[src/rtl/pgs_pkg.sv]
package pgs_pkg;
  typedef enum logic [1:0] {
    MODE_FIELD  = 2'd0,
    MODE_MOSAIC = 2'd1,
    MODE_DIRECT = 2'd2,
    MODE_DIR_B  = 2'd3
  } steer_mode_e;
endpackage

[src/rtl/pgs_sync_edge.sv]
module pgs_sync_edge (
  input  logic clk_i,
  input  logic rst_ni,
  input  logic hd_i,
  input  logic vd_i,
  input  logic en_i,
  output logic hd_q_o,
  output logic vd_q_o,
  output logic en_q_o,
  output logic hd_rise_o,
  output logic vd_rise_o,
  output logic vd_fall_o
);
  logic hd_d, vd_d;

  always_ff @(posedge clk_i or negedge rst_ni) begin
    if (!rst_ni) begin
      hd_q_o <= 1'b0;
      vd_q_o <= 1'b0;
      en_q_o <= 1'b0;
      hd_d   <= 1'b0;
      vd_d   <= 1'b0;
    end else begin
      hd_q_o <= hd_i;
      vd_q_o <= vd_i;
      en_q_o <= en_i;
      hd_d   <= hd_q_o;
      vd_d   <= vd_q_o;
    end
  end

  assign hd_rise_o = hd_q_o & ~hd_d;
  assign vd_rise_o = vd_q_o & ~vd_d;
  assign vd_fall_o = ~vd_q_o & vd_d;
endmodule

[src/rtl/pgs_line_seq.sv]
module pgs_line_seq (
  input  logic clk_i,
  input  logic rst_ni,
  input  logic hd_q_i,
  input  logic hd_rise_i,
  input  logic vd_rise_i,
  input  logic vd_fall_i,
  output logic phase_o,
  output logic field_hi_o,
  output logic mosaic_hi_o
);
  logic rise_seen, fall_seen, last_rise, line_seen;
  logic any_rise, any_edge, newest_rise;

  // edges coincident with the line rise still count toward its decision
  assign any_rise    = rise_seen | vd_rise_i;
  assign any_edge    = rise_seen | fall_seen | vd_rise_i | vd_fall_i;
  assign newest_rise = vd_rise_i ? 1'b1 : (vd_fall_i ? 1'b0 : last_rise);

  always_ff @(posedge clk_i or negedge rst_ni) begin
    if (!rst_ni) begin
      phase_o     <= 1'b0;
      field_hi_o  <= 1'b0;
      mosaic_hi_o <= 1'b0;
      rise_seen   <= 1'b0;
      fall_seen   <= 1'b0;
      last_rise   <= 1'b0;
      line_seen   <= 1'b0;
    end else begin
      phase_o <= hd_q_i ? 1'b0 : ~phase_o;
      if (vd_rise_i || vd_fall_i) last_rise <= vd_rise_i;
      if (hd_rise_i) begin
        rise_seen <= 1'b0;
        fall_seen <= 1'b0;
        line_seen <= 1'b1;
        if (any_edge) field_hi_o <= newest_rise;
        mosaic_hi_o <= (any_rise || !line_seen) ? 1'b0 : ~mosaic_hi_o;
      end else begin
        if (vd_rise_i) rise_seen <= 1'b1;
        if (vd_fall_i) fall_seen <= 1'b1;
      end
    end
  end

  assert_hd_holds_phase_R9: assert property (@(posedge clk_i) disable iff (!rst_ni)
    $past(hd_q_i) |-> !phase_o);

  assert_history_cleared_R5: assert property (@(posedge clk_i) disable iff (!rst_ni)
    $past(hd_rise_i) |-> (!rise_seen && !fall_seen));

  assert_mosaic_restart_R6: assert property (@(posedge clk_i) disable iff (!rst_ni)
    $past(hd_rise_i && (rise_seen || vd_rise_i)) |-> !mosaic_hi_o);
endmodule

[src/rtl/pgs_gain_mux.sv]
module pgs_gain_mux #(
  parameter int GAIN_W    = 6,
  parameter int NUM_GAINS = 4,
  localparam int IDX_W    = $clog2(NUM_GAINS)
) (
  input  logic [NUM_GAINS*GAIN_W-1:0] gains_i,
  input  logic [IDX_W-1:0]            idx_i,
  output logic [GAIN_W-1:0]           gain_o
);
  logic [GAIN_W-1:0] words [NUM_GAINS];

  for (genvar k = 0; k < NUM_GAINS; k++) begin : g_word
    assign words[k] = gains_i[k*GAIN_W +: GAIN_W];
  end

  assign gain_o = words[idx_i];
endmodule

[src/rtl/pixel_gain_steer.sv]
module pixel_gain_steer
  import pgs_pkg::*;
#(
  parameter int GAIN_W    = 6,
  parameter int NUM_GAINS = 4,
  localparam int IDX_W    = $clog2(NUM_GAINS)
) (
  input  logic                        clk_i,
  input  logic                        rst_ni,
  input  logic                        hd_i,
  input  logic                        vd_i,
  input  logic [1:0]                  mode_i,
  input  logic                        en_i,
  input  logic [NUM_GAINS*GAIN_W-1:0] gains_i,
  output logic [IDX_W-1:0]            gain_idx_o,
  output logic [GAIN_W-1:0]           gain_o
);
  steer_mode_e mode;
  logic hd_q, vd_q, en_q, hd_rise, vd_rise, vd_fall;
  logic phase, field_hi, mosaic_hi;
  logic [IDX_W-1:0] idx_sel;

  assign mode = steer_mode_e'(mode_i);

  pgs_sync_edge i_sync (
    .clk_i     (clk_i),
    .rst_ni    (rst_ni),
    .hd_i      (hd_i),
    .vd_i      (vd_i),
    .en_i      (en_i),
    .hd_q_o    (hd_q),
    .vd_q_o    (vd_q),
    .en_q_o    (en_q),
    .hd_rise_o (hd_rise),
    .vd_rise_o (vd_rise),
    .vd_fall_o (vd_fall)
  );

  pgs_line_seq i_seq (
    .clk_i       (clk_i),
    .rst_ni      (rst_ni),
    .hd_q_i      (hd_q),
    .hd_rise_i   (hd_rise),
    .vd_rise_i   (vd_rise),
    .vd_fall_i   (vd_fall),
    .phase_o     (phase),
    .field_hi_o  (field_hi),
    .mosaic_hi_o (mosaic_hi)
  );

  always_comb begin
    unique case (mode)
      MODE_FIELD:  idx_sel = IDX_W'({field_hi, phase});
      MODE_MOSAIC: idx_sel = IDX_W'({1'b0, phase}) + IDX_W'(mosaic_hi);
      default:     idx_sel = IDX_W'({vd_q, hd_q});
    endcase
  end

  assign gain_idx_o = en_q ? idx_sel : '0;

  pgs_gain_mux #(
    .GAIN_W    (GAIN_W),
    .NUM_GAINS (NUM_GAINS)
  ) i_mux (
    .gains_i (gains_i),
    .idx_i   (gain_idx_o),
    .gain_o  (gain_o)
  );

  assert_disabled_gain0_R10: assert property (@(posedge clk_i) disable iff (!rst_ni)
    ($past(rst_ni) && !$past(en_i)) |-> (gain_idx_o == '0 && gain_o == gains_i[GAIN_W-1:0]));

  assert_direct_levels_R8: assert property (@(posedge clk_i) disable iff (!rst_ni)
    ($past(rst_ni) && mode_i[1] && $past(en_i)) |-> gain_idx_o == IDX_W'({$past(vd_i), $past(hd_i)}));

  assert_mosaic_no_gain3_R7: assert property (@(posedge clk_i) disable iff (!rst_ni)
    (mode_i == 2'd1) |-> gain_idx_o != IDX_W'(3));
endmodule

[config.mk]
export PLATFORM = sky130hd
export DESIGN_NAME = pixel_gain_steer
export DESIGN_NICKNAME = d
export VERILOG_FILES = /design/src/rtl/pgs_pkg.sv /design/src/rtl/pgs_sync_edge.sv /design/src/rtl/pgs_line_seq.sv /design/src/rtl/pgs_gain_mux.sv /design/src/rtl/pixel_gain_steer.sv
export SDC_FILE = /design/constraint.sdc
export NUM_CORES = 1
export LEC_CHECK = 0
export ABC_CLOCK_PERIOD_IN_PS = 2000
export BUFFER_PORTS_ARGS = -buffer_cell sky130_fd_sc_hd__clkbuf_2
export CAP_MARGIN = 20
export CORE_MARGIN = 4
export CORE_UTILIZATION = 40
export DETAILED_ROUTE_END_ITERATION = 7
export GPL_ROUTABILITY_DRIVEN = 0
export PLACE_DENSITY = 0.84
export SLEW_MARGIN = 20
export SYNTH_ARGS = -nofsm -noshare
export SYNTH_HDL_FRONTEND = slang
export SYNTH_HIERARCHICAL = 1
export SYNTH_SLANG_ARGS = --single-unit
[constraint.sdc]
create_clock -name clk_i -period 2 [get_ports clk_i]
set_input_delay 0.1 -clock clk_i [delete_from_list [all_inputs] [get_ports clk_i]]
set_output_delay 0.1 -clock clk_i [all_outputs]
set_load 0.005 [all_outputs]
==> run metrics <==
CTS tree=yes; Max-Cap Viols=0; routed via count=approximately 520; initial antenna violation count=0; R2R cell count=3; XOR/XNOR Fraction of Synth Area=0; clock transition at the registers of the reported paths=0.07 ns; fin crit period=2.153 ns; startpoint class of the critical path=flip-flop; Final Cycle Share=1.076; adder and majority gate portion of the synthesized area=0.02024; DP Cell Count=between 90 and 100; synthesized cell area=618.1 sq um; Final Util=0.6751; Syn-to-layout area delta=51.01%; wire per inst=14.58 um; Post-Synthesis Net Count=74; Die W=47.31 um; f_max=0.4645 GHz; ANT cells=0; crit path launch=i_seq/mosaic_hi_o; Yosys warning total=6; Compound-Gate Fraction of Synth Area=0.08502; relative slew slack=0.7447; Port Buffers=38; WP data required=1.90 ns; 1st-pass router iterations=2; CP endpoint=gain_o[3]; Max Root-Sink Buffers=2; total CTS buffers=3; latest clock arrival within the worst-skew pair=0.27 ns; Std-Cell Rows=13; die area=2238 sq um; status=finished with violations; Least-Margin Pin Slew=0.3822 ns; Simple-Gate Fraction of Synth Area=0.1113; Setup crit end kind=primary output; worst min path class=input port to asynchronous set/reset pin; post-synthesis mux area share=0.2733; failing checks=setup timing; Gate Count Post-Synth=42; htree depth=1; final hold vios=0; final setup margin=-0.1526 ns; ANT nets after route=0; synthesis-stage register bit count=12; Layout Nets=124; GRT Residual Overflow=0; register area share after synthesis=0.4858; largest net degree at the start of global routing=13; commonest non-fill, non-tap cell in the layout=clkbuf_2; clk_skew=approximately 0.005 ns; first-pass GRT wire length=2380 um; Fillers=100; VDD IR-drop max=682.9 uV; Finished Layout Cells=between 100 and 150; share of layout cells above drive strength 1=0.6374; CTS Sinks=12; initial core utilization=0.4471; drt drc=0; CTS root buffer=clkbuf_4; Worst R2R Start=i_sync/vd_q_o; Via-to-Cell Ratio=4.934; Max FO, Critical Path=7; DP Wirelength=1203 um; worst setup path category=flip-flop to primary output; Pins Over Slew Limit=0; IO Count=39; Routed Wire Length=around 1500 um; Critical Path AT=2.05 ns; most frequent cells in the layout=clkbuf_2 (38), dfrtp_1 (12), mux4_2 (6); Iter 0 DRT Violations=6; syn_area_per_cell=14.72 sq um; distinct cell type count after synthesis=17; Power per Cell Area=681.6 nW/um^2; core area=1383 sq um; RSZ-0062 raised after global routing=yes; die height=47.31 um; largest family of logic cells by synthesized area=multiplexers; Setup violations, final=6; Total GRT Usage=0.1571; vias in the first global route=585; R2R setup slack=0.51 ns; Leakage=about 0.48 nW; reg-to-reg critical path endpoint=i_seq/field_hi_o
[registers in the layout, summed over array words and instances (netlist names)]
register / count
i_seq/rise_seen: 1
i_seq/fall_seen: 1
i_seq/line_seen: 1
i_sync/hd_d: 1
i_seq/last_rise: 1
i_sync/en_q_o: 1
i_seq/mosaic_hi_o: 1
i_sync/hd_q_o: 1
i_sync/vd_q_o: 1
i_seq/field_hi_o: 1
i_seq/phase_o: 1
i_sync/vd_d: 1
[critical path, cell delays in order (launching register included)]
cell	delay [ns]
dfrtp_1	0.39
ha_1	0.29
mux2_4	0.26
o211a_4	0.28
mux4_2	0.43
clkbuf_2	0.13
[metal layers]
layer,GRT usage,routed length (um),up-vias
met1,0.1782,569,256
met4,0.03315,0,0
met2,0.2701,909,11
li1,-,-,256
met3,0.07280,67,0
met5,0,0,-
[per-stage QoR]
stage / worst slack (ns) / area (sq um) / hold slack, ns / total power [mW] / TNS (ns)
after detailed placement: -0.002256 / 830.8 / -0.01197 / 0.4308 / -0.002256
final: -0.1526 / 933.4 / 0.2263 / 0.6362 / -0.8740
after global placement: 0.03733 / 830.8 / -0.009781 / 0.4235 / 0
after global routing: -0.2271 / 933.4 / 0.2484 / 0.6722 / -1.310
after floorplan: 0.1726 / 618.1 / -0.1956 / 0.3603 / 0
after CTS: -0.1772 / 918.4 / 0.2342 / 0.6346 / -1.018
[power by group]
| group | internal, mW | switching [mW] | leakage (nW) |
|---|---|---|---|
| Sequential | 0.265 | 0.0150 | 0.139 |
| Combinational | 0.105 | 0.0611 | 0.315 |
| Clock | 0.111 | 0.0795 | 0.0210 |
[worst min-delay path by stage]
| stage | from | endpoint | slack (ns) | cells after the start |
|---|---|---|---|---|
| floorplan | rst_ni | i_seq/fall_seen | -0.20 | 0 |
| global placement | rst_ni | i_sync/hd_d | -0.01 | 1 |
| detailed placement | rst_ni | i_sync/hd_d | -0.01 | 1 |
| CTS | rst_ni | i_sync/vd_d | 0.23 | 2 |
| global route | rst_ni | i_sync/vd_d | 0.25 | 2 |
| finish | rst_ni | i_sync/vd_d | 0.23 | 2 |
[cells by family after synthesis]
family,after synthesis
compound gates,5
fa+ha+maj,1
buf+inv,2
flops,12
mux,9
simple gates,13
[synth_stat cells]
| cell | instances | share of area |
|---|---|---|
| mux2_1 | 2 | 0.036 |
| mux2_2 | 1 | 0.018 |
| and2b_2 | 1 | 0.014 |
| ha_1 | 1 | 0.020 |
| o41ai_1 | 1 | 0.014 |
| nor2b_1 | 2 | 0.020 |
| a21o_1 | 1 | 0.012 |
| buf_6 | 1 | 0.018 |
| o41ai_2 | 1 | 0.026 |
| inv_1 | 1 | 0.0061 |
| o211a_1 | 2 | 0.032 |
| nor2_1 | 5 | 0.030 |
| or2_2 | 1 | 0.010 |
| nand2_1 | 1 | 0.0061 |
| nand2b_1 | 3 | 0.030 |
| dfrtp_1 | 12 | 0.49 |
| mux4_2 | 6 | 0.22 |
[final cells by class]
cell class | count | area, sq um | area share
multi-input combinational | 28 | 314.1 | 0.3365
sequential | 12 | 300.3 | 0.3217
timing repair buffer | 46 | 260.3 | 0.2788
clock buffer | 4 | 36.28 | 0.03887
tap | 15 | 18.77 | 0.02011
inverter | 1 | 3.754 | 0.004021
[timing repair]
action,4_1_cts,5_1_grt
endpoints found under the hold margin,15,0
setup buffers,0,2
gates resized for setup,3,0
pin swaps,1,2
hold buffers,4,0
setup endpoints to repair,6,6
Power figures use the tool's default switching activity.
